$ cat config.mk
export PLATFORM = sky130hd
export DESIGN_NAME = cs_gpo_ctrl
export DESIGN_NICKNAME = d
export VERILOG_FILES = /design/src/rtl/cs_gpo_pkg.sv /design/src/rtl/cs_gpo_regs.sv /design/src/rtl/cs_gpo_latch.sv /design/src/rtl/cs_gpo_drive.sv /design/src/rtl/cs_gpo_ctrl.sv
export SDC_FILE = /design/constraint.sdc
export NUM_CORES = 1
export LEC_CHECK = 0
export ABC_AREA = 0
export BUFFER_PORTS_ARGS = -buffer_cell sky130_fd_sc_hd__buf_2
export CELL_PAD_IN_SITES_DETAIL_PLACEMENT = 1
export CELL_PAD_IN_SITES_GLOBAL_PLACEMENT = 1
export CORE_ASPECT_RATIO = 1.25
export CORE_MARGIN = 1
export CORE_UTILIZATION = 38
export CTS_CLUSTER_DIAMETER = 80
export DETAILED_ROUTE_END_ITERATION = 10
export PLACE_DENSITY = 0.8
export SYNTH_ARGS = -nofsm -noshare
export SYNTH_HDL_FRONTEND = slang
export SYNTH_SLANG_ARGS = --single-unit
$ cat constraint.sdc
create_clock -name clk -period 0.9 [get_ports clk]
set_clock_uncertainty 0.15 [all_clocks]
set_input_delay 0.135 -clock clk [delete_from_list [all_inputs] [get_ports clk]]
set_output_delay 0.135 -clock clk [all_outputs]
set_load 0.1 [all_outputs]
$ cat src/rtl/cs_gpo_pkg.sv
package cs_gpo_pkg;

  // Register targets on the write channel.
  typedef enum logic {
    SEL_CONFIG = 1'b0,
    SEL_FORCE  = 1'b1
  } cs_gpo_sel_e;

  // Deselected pin level for a chip-select pin: latch treated as 1.
  function automatic logic idle_level(input logic inv);
    return 1'b1 ^ inv;
  endfunction

endpackage

$ cat src/rtl/cs_gpo_regs.sv
module cs_gpo_regs
  import cs_gpo_pkg::*;
#(
  parameter int NPINS = 8,
  localparam int DW   = 2 * NPINS
) (
  input  logic             clk,
  input  logic             rst_n,
  input  logic             wr_valid,
  input  logic             wr_sel,
  input  logic [DW-1:0]    wr_data,
  output logic [NPINS-1:0] cfg_inv,
  output logic [NPINS-1:0] cfg_cs,
  output logic [NPINS-1:0] set_mask,
  output logic [NPINS-1:0] clr_mask
);

  cs_gpo_sel_e sel;
  logic        cfg_hit;
  logic        force_hit;
  logic [DW-1:0] cfg_q;

  assign sel       = cs_gpo_sel_e'(wr_sel);
  assign cfg_hit   = wr_valid && (sel == SEL_CONFIG);
  assign force_hit = wr_valid && (sel == SEL_FORCE);

  // Upper half sets, lower half clears.
  assign set_mask = force_hit ? wr_data[DW-1:NPINS] : '0;
  assign clr_mask = force_hit ? wr_data[NPINS-1:0]  : '0;

  always_ff @(posedge clk or negedge rst_n) begin
    if (!rst_n)       cfg_q <= '0;
    else if (cfg_hit) cfg_q <= wr_data;
  end

  assign cfg_inv = cfg_q[NPINS-1:0];
  assign cfg_cs  = cfg_q[DW-1:NPINS];


  cfg_hold_chk: assert property (@(posedge clk) disable iff (!rst_n)
    !(wr_valid && !wr_sel) |=> $stable(cfg_q));


  idle_no_force_chk: assert property (@(posedge clk) disable iff (!rst_n)
    !wr_valid |-> (set_mask == '0 && clr_mask == '0));

endmodule

$ cat src/rtl/cs_gpo_latch.sv
module cs_gpo_latch #(
  parameter int              NPINS     = 8,
  parameter logic [NPINS-1:0] RESET_VAL = '1
) (
  input  logic             clk,
  input  logic             rst_n,
  input  logic [NPINS-1:0] set_mask,
  input  logic [NPINS-1:0] clr_mask,
  output logic [NPINS-1:0] latch_q
);

  for (genvar n = 0; n < NPINS; n++) begin : g_bit
    logic do_set;
    logic do_clr;

    // A conflicting pair cancels out.
    assign do_set = set_mask[n] && !clr_mask[n];
    assign do_clr = clr_mask[n] && !set_mask[n];

    always_ff @(posedge clk or negedge rst_n) begin
      if (!rst_n)      latch_q[n] <= RESET_VAL[n];
      else if (do_set) latch_q[n] <= 1'b1;
      else if (do_clr) latch_q[n] <= 1'b0;
    end


    conflict_keep_chk: assert property (@(posedge clk) disable iff (!rst_n)
      (set_mask[n] && clr_mask[n]) |=> $stable(latch_q[n]));


    clear_only_chk: assert property (@(posedge clk) disable iff (!rst_n)
      (clr_mask[n] && !set_mask[n]) |=> !latch_q[n]);


    set_only_chk: assert property (@(posedge clk) disable iff (!rst_n)
      (set_mask[n] && !clr_mask[n]) |=> latch_q[n]);


    untouched_chk: assert property (@(posedge clk) disable iff (!rst_n)
      !(set_mask[n] || clr_mask[n]) |=> $stable(latch_q[n]));
  end

endmodule

$ cat src/rtl/cs_gpo_drive.sv
module cs_gpo_drive
  import cs_gpo_pkg::*;
#(
  parameter int               NPINS     = 8,
  parameter logic [NPINS-1:0] RESET_VAL = '1
) (
  input  logic             clk,
  input  logic             rst_n,
  input  logic [NPINS-1:0] latch_q,
  input  logic [NPINS-1:0] cfg_inv,
  input  logic [NPINS-1:0] cfg_cs,
  input  logic             xfer_active,
  output logic [NPINS-1:0] pin_q
);

  for (genvar n = 0; n < NPINS; n++) begin : g_pin
    logic level_d;

    always_comb begin
      if (cfg_cs[n] && !xfer_active) level_d = idle_level(cfg_inv[n]);
      else                            level_d = latch_q[n] ^ cfg_inv[n];
    end

    // Configuration resets to zero, so the pin starts at the latch value.
    always_ff @(posedge clk or negedge rst_n) begin
      if (!rst_n) pin_q[n] <= RESET_VAL[n];
      else        pin_q[n] <= level_d;
    end


    gated_idle_chk: assert property (@(posedge clk) disable iff (!rst_n)
      (cfg_cs[n] && !xfer_active) |=> (pin_q[n] == !$past(cfg_inv[n])));


    plain_follow_chk: assert property (@(posedge clk) disable iff (!rst_n)
      !cfg_cs[n] |=> (pin_q[n] == ($past(latch_q[n]) ^ $past(cfg_inv[n]))));
  end

endmodule

$ cat src/rtl/cs_gpo_ctrl.sv
module cs_gpo_ctrl
  import cs_gpo_pkg::*;
#(
  parameter int               NPINS     = 8,
  parameter logic [NPINS-1:0] RESET_VAL = '1,
  localparam int              DW        = 2 * NPINS
) (
  input  logic             clk,
  input  logic             rst_n,
  input  logic             wr_valid,
  output logic             wr_ready,
  input  logic             wr_sel,
  input  logic [DW-1:0]    wr_data,
  input  logic             xfer_active,
  output logic [NPINS-1:0] pin_o,
  output logic [NPINS-1:0] latch_status
);

  logic [NPINS-1:0] cfg_inv;
  logic [NPINS-1:0] cfg_cs;
  logic [NPINS-1:0] set_mask;
  logic [NPINS-1:0] clr_mask;
  logic [NPINS-1:0] latch_q;

  // Writes complete in one cycle: no back-pressure.
  assign wr_ready = 1'b1;

  cs_gpo_regs #(.NPINS(NPINS)) u_regs (
    .clk      (clk),
    .rst_n    (rst_n),
    .wr_valid (wr_valid),
    .wr_sel   (wr_sel),
    .wr_data  (wr_data),
    .cfg_inv  (cfg_inv),
    .cfg_cs   (cfg_cs),
    .set_mask (set_mask),
    .clr_mask (clr_mask)
  );

  cs_gpo_latch #(.NPINS(NPINS), .RESET_VAL(RESET_VAL)) u_latch (
    .clk      (clk),
    .rst_n    (rst_n),
    .set_mask (set_mask),
    .clr_mask (clr_mask),
    .latch_q  (latch_q)
  );

  cs_gpo_drive #(.NPINS(NPINS), .RESET_VAL(RESET_VAL)) u_drive (
    .clk         (clk),
    .rst_n       (rst_n),
    .latch_q     (latch_q),
    .cfg_inv     (cfg_inv),
    .cfg_cs      (cfg_cs),
    .xfer_active (xfer_active),
    .pin_q       (pin_o)
  );

  assign latch_status = latch_q;


  status_track_chk: assert property (@(posedge clk) disable iff (!rst_n)
    (!wr_valid) |=> $stable(latch_status));


  all_high_chk: assert property (@(posedge clk) disable iff (!rst_n)
    (wr_valid && wr_sel && wr_data == {{NPINS{1'b1}}, {NPINS{1'b0}}})
      |=> (latch_status == '1));

endmodule

==> results of run 1 <==
## flip-flops by register name (all words and copies together) (netlist names)
name             cells
u_regs.cfg_q        16
u_drive.pin_q        8
u_latch.latch_q      8
## worst reg2reg max path, cell delays in order, from the launching register on
cell     delay, ns
dfstp_4       0.64
buf_4         0.12
a21oi_2       0.04
xnor2_2       0.22
## power by group through the flow
| stage | clock (mW) | sequential [mW] | combinational (mW) |
|---|---|---|---|
| 4_1_cts | 1.17 | 2.13 | 2.68 |
| 2_1_floorplan | 0 | 3.21 | 0.544 |
| 3_3_place_gp | 0 | 2.14 | 2.50 |
| 6_report | 1.16 | 2.13 | 2.71 |
| 3_5_place_dp | 0 | 2.16 | 2.55 |
| 5_1_grt | 1.24 | 2.15 | 2.80 |
## stage by stage
step	hold slack (ns)	setup slack, ns
floorplan	-0.311	-0.340
global placement	-0.0501	-0.528
detailed placement	-0.0435	-0.549
CTS	-0.0621	-0.497
global route	-0.0551	-0.503
finish	-0.0590	-0.483
## cells in the final DEF (no fill, tap or decap)
cell type      netlist  final
and3_2               8      3
xnor2_2              0      2
buf_8                0      2
clkbuf_1             1      2
conb_1               1      1
ha_4                 0      8
nor2b_4              0      1
xnor2_1              8      6
a21oi_2              0      7
dlygate4sd3_1        0      1
dfrtp_1             16     16
buf_12               1     18
buf_6                1     11
clkbuf_8             0      6
a21oi_4              0      1
buf_2                0     18
dfstp_4              0     16
and2_4               0      1
buf_4                1      9
and3_4               0      5
inv_1                1      1
nand2_4              0      8
mux2_4              10     24
## routing by layer
layer / up-vias / GRT usage / share of wire
met2: 29 / 0.388 / 0.54
met3: 13 / 0.0570 / 0.037
met5: - / 0 / 0
li1: 483 / - / -
met1: 539 / 0.254 / 0.38
met4: 0 / 0.101 / 0.040
## timing repair
item | in CTS | in global routing
hold endpoints to repair | 47 | 14
resized for setup | 21 | 4
setup buffers | 8 | 2
pin swaps | 5 | 5
endpoints found under the setup margin | 48 | 48
## final cells by class
class	instances	area (sq um)	area share
inverter	1	3.75	0.00142
tap	54	67.6	0.0256
clock buffer	8	90.1	0.0341
sequential	32	881	0.333
multi-input combinational	67	918	0.348
timing repair buffer	59	682	0.258
## kinds of logic (layout without fill, tap and decap cells)
logic type / Yosys count / in the layout / synth area share
flip-flops: 32 / 32 / 0.550
multiplexers: 24 / 24 / 0.206
AND/OR/NAND/NOR: 18 / 18 / 0.0696
adder cells (fa/ha/maj): 8 / 8 / 0.0671
AO/OA/AOI/OAI: 8 / 8 / 0.0268
XOR/XNOR: 8 / 8 / 0.0469
buffers and inverters: 5 / 68 / 0.0310
other: 1 / 1 / 0.00251
## final timing paths
kind	end	slack, ns	cells after the start
setup / recovery	latch_status[0]	-0.48	1
hold reg to reg	u_drive.pin_q[6]	0.31	1
max in group asynchronous	u_drive.pin_q[2]	0.17	3
setup reg to reg	u_drive.pin_q[0]	-0.35	3
min in group asynchronous	u_regs.cfg_q[5]	0.18	3
hold / removal	u_regs.cfg_q[15]	-0.06	2
==> impl_results.md, run 1 <==
- # placed instances: 203
- Fmax: 0.723 GHz
- Worst r2r src: u_latch.latch_q[0]
- CP Data Required Time: 0.61 ns
- Net Count, Synth: 133
- DRT Pass-1 Iters: 7
- RSZ-0062 raised after global routing: yes
- GRT Total Usage: 0.223
- Top-area cell type share of the netlist area: 0.282
- Most common library cells after synthesis: dfrtp_1, dfstp_2, mux2_2
- Dpl cell area: 2370 sq um
- Cts bufs inserted: 5
- Finished Core Util: 0.698
- Clk_lat worst skew: 0.29 ns
- EDFF count, synth: 0
- Max_cap viols: 0
- CTS clk-pin slew, worst paths: 0.07 ns
- Hold path start: wr_data[15]
- Post-route DRC: 3
- Hold Fails Final Rpt: 15
- Mapped Area: 1490 sq um
- Power Total: 6.00 mW
- Slew at the pin closest to its max-slew limit: 0.534 ns
- Worst path cell trace: buf_12
- Vias: 1064
- Critical path class: reg2out
- Reg power frac: 0.354
- Total congestion overflow: 0
- CP max stage delay: 0.64 ns
- DRT Wirelength: 4.02 mm
- Clock period minus worst slack: 1.38 ns
- Ant diodes: 0
- Num ports: 38
- Layout Nets: 195
- Top cells by area, synth: dfstp_2, dfrtp_1, mux2_2
- Core Region: 3780 sq um
- Share of cells above drive strength 1: 0.838
- Fillers: 328
- DR WL/cell: 18.2 um
- Initial antenna violation count: 0
- Setup ws final: -0.483 ns
- Post-Syn Area per Cell: 14.4 sq um
- DP HPWL: 2.79 mm
- CP startpoint: u_latch.latch_q[0]
- Pwr dens: 2270 nW/um^2
- Cell Rows: 25
- Clk buf depth: 2
- Distinct cell type count after synthesis: 17
- CP endpoint kind: output port
- Comb power frac: 0.453
- Fin cells: 221
- Post-synthesis sequential area ratio: 0.550
- Initial DRC Count: 14
- Sw Pwr: 2.30 mW
- Final hold slack: -0.0590 ns
- Clock power share: 0.193
- Synth async-reset ratio: 1.00
- Net Sw Frac: 0.384
- Int Pwr: 3.69 mW
- Clock Tree Root: clkbuf_8
- Outcome: finished, violations left
- Routability cong.: 0.681
- Port Buffers: 36
- CTS H-tree lvls: 2
- Final Instance Area: 2640 sq um
- Via density: 4.81
- CP Launch Type: flop
- Failing checks: design-rule violations, negative hold slack, negative setup slack
- CP top delay family: flip-flops
- Post-synth top flop: dfstp_2
- Slowest cell on crit path: dfstp_4
- Hold WC Path Type: in2reg
- Rel. slew slack: 0.644
- Final period utilization: 1.54
- DRT antenna net count: 0
- Largest net degree at the start of global routing: 33
- Die H: 72.1 um
- Post-Synthesis Cells: 104
- First-pass GRT wire length: 6.69 mm
- Crit Path Max Fanout: 2
- Synth warn: 0
- Synth Register Bits: 32
- Worst IR Drop VDD: 0.00145 V
- Yosys top cell by area: dfstp_2
- Synth-to-layout area growth: 77.0%
- CTS tree: built
- Setup TNS: -12.64 ns
- Die Wd: 58.1 um
- Initial Util: 0.394
- CTS Hold Bufs: 1
- CTS sink count: 32
- Static leakage: 1.19 nW
- Vias in the first global route: 1236
- Data arrival, critical path: 1.10 ns
- Max-slew violations: 0
- # setup viols final: 48
- Buf/Inv on CP: 1
- Die area: 4180 sq um
No activity file was read; power rests on OpenSTA's default activity.
==> inputs of run 2 (changes only) <==
Settings changed: CORE_MARGIN 1 to 2.
==> run 2 against run 1 <==
Net effect:
- the run ends with negative hold slack, negative setup slack left
- clock power fell by 6%
- register-to-register slack improved by 0.03 ns
- die area rose by 6.3%
- critical path type unchanged
- global-route usage rose by 1.7 points
- via count rose by 4.2%
- sequential share of layout area fell by 1.5 points
- power rose by 2.3%
- critical path depth did not move
- clock-buffer cell count fell by 1
- sequential cell count did not move
- combinational power rose by 7%
- largest power group unchanged
- cell count rose by 2.7%
==> impl_results.md, run 2 (synthesis gave the netlist of run 1 again) <==
- Outcome: finished, violations left
- Failing checks: negative hold slack, negative setup slack
- Dpl cell area: 2400 sq um
- GRT Total Usage: 0.240
- CTS sink count: 32
- # setup viols final: 48
- Final period utilization: 1.56
- CP Launch Type: flop
- Max_cap viols: 0
- Largest net degree at the start of global routing: 33
- CP top delay family: flip-flops
- Via density: 4.89
- CTS clk-pin slew, worst paths: 0.07 ns
- Initial DRC Count: 35
- DR WL/cell: 22.5 um
- Die area: 4450 sq um
- Hold WC Path Type: in2reg
- Initial Util: 0.394
- CTS H-tree lvls: 2
- Routability cong.: 0.666
- Buf/Inv on CP: 1
- Final hold slack: -0.0686 ns
- Port Buffers: 36
- Rel. slew slack: 0.574
- DRT antenna net count: 0
- Num ports: 38
- Finished Core Util: 0.731
- Clk buf depth: 2
- Vias in the first global route: 1305
- RSZ-0062 raised after global routing: yes
- Layout Nets: 201
- CTS tree: built
- Total congestion overflow: 0
- Initial antenna violation count: 0
- CTS Hold Bufs: 1
- Most frequent cells in the layout: mux2_4, buf_12, buf_2
- R2r setup slk: -0.32 ns
- Clk_lat worst skew: 0.30 ns
- Core Region: 3780 sq um
- Commonest non-fill, non-tap cell in the layout: mux2_4
- Worst IR Drop VDD: 0.00149 V
- CP max stage delay: 0.64 ns
- Clock Tree Root: clkbuf_8
- Data arrival, critical path: 1.11 ns
- Slowest cell on crit path: dfstp_4
- Die Wd: 60.1 um
- Static leakage: 1.27 nW
- Cell Rows: 25
- DRT Wirelength: 5.10 mm
- Critical path class: reg2out
- Fmax: 0.714 GHz
- # placed instances: 203
- Power Total: 6.14 mW
- Post-route DRC: 0
- Cts bufs inserted: 5
- DP HPWL: 2.85 mm
- Setup ws final: -0.500 ns
- CP Data Required Time: 0.61 ns
- Max reg flops: 16
- Hold Fails Final Rpt: 12
- Pwr dens: 2220 nW/um^2
- Die H: 74.1 um
- Fin cells: 227
- CP endpoint kind: output port
- First-pass GRT wire length: 7.29 mm
- Slew at the pin closest to its max-slew limit: 0.638 ns
- Final Instance Area: 2770 sq um
- Fillers: 321
- Vias: 1109
- Crit Path Max Fanout: 2
- DRT Pass-1 Iters: 4
- Ant diodes: 0
- Worst path cell trace: buf_12
- Synth-to-layout area growth: 85.3%
- Regs by FF count: u_regs.cfg_q (16), u_drive.pin_q (8), u_latch.latch_q (8)
- Reg with most FFs: u_regs.cfg_q
- Share of cells above drive strength 1: 0.850
- Clock period minus worst slack: 1.40 ns
- Max-slew violations: 0
[run 2: timing repair]
action	CTS	global route
pin swaps	6	8
gates resized for setup	15	20
endpoints found under the setup margin	48	48
cloned	2	1
hold endpoints to repair	47	14
buffers inserted	11	7
[run 2: metal layers]
metal	vias up	share of wire	track usage
met4	0	0.020	0.116
met5	-	0	0
met3	7	0.037	0.0626
li1	492	-	-
met2	31	0.57	0.429
met1	579	0.37	0.258
[run 2: area by class of cell]
class | count | area (sq um) | area share
multi-input cells | 67 | 937 | 0.339
flip-flops and latches | 32 | 881 | 0.318
repair buffers | 65 | 797 | 0.288
clock buffers | 7 | 76.3 | 0.0276
well taps | 54 | 67.6 | 0.0244
clock inverters | 1 | 3.75 | 0.00136
inverters | 1 | 3.75 | 0.00136
[run 2: through the flow]
step,TNS [ns],setup WS [ns]
after floorplan,-9.71,-0.340
after global placement,-14.02,-0.505
after detailed placement,-15.15,-0.550
after CTS,-13.27,-0.490
after global routing,-14.30,-0.518
final,-13.63,-0.500
[run 2: final timing paths]
path | from | end | cells after the start
hold / removal | wr_data[9] | u_regs.cfg_q[9] | 2
setup reg to reg | u_latch.latch_q[4] | u_drive.pin_q[4] | 3
max in group asynchronous | rst_n | u_drive.pin_q[3] | 3
setup / recovery | u_latch.latch_q[0] | latch_status[0] | 1
min in group asynchronous | rst_n | u_regs.cfg_q[0] | 3
hold reg to reg | u_regs.cfg_q[1] | u_regs.cfg_q[1] | 1
[run 2: report_power, final]
group / internal (mW) / total (mW) / switching (mW) / leakage, nW
sequential: 1.90 / 2.16 / 0.254 / 0.365
clock: 0.538 / 1.09 / 0.549 / 0.0399
combinational: 1.26 / 2.89 / 1.63 / 0.860
total: 3.70 / 6.14 / 2.43 / 1.27
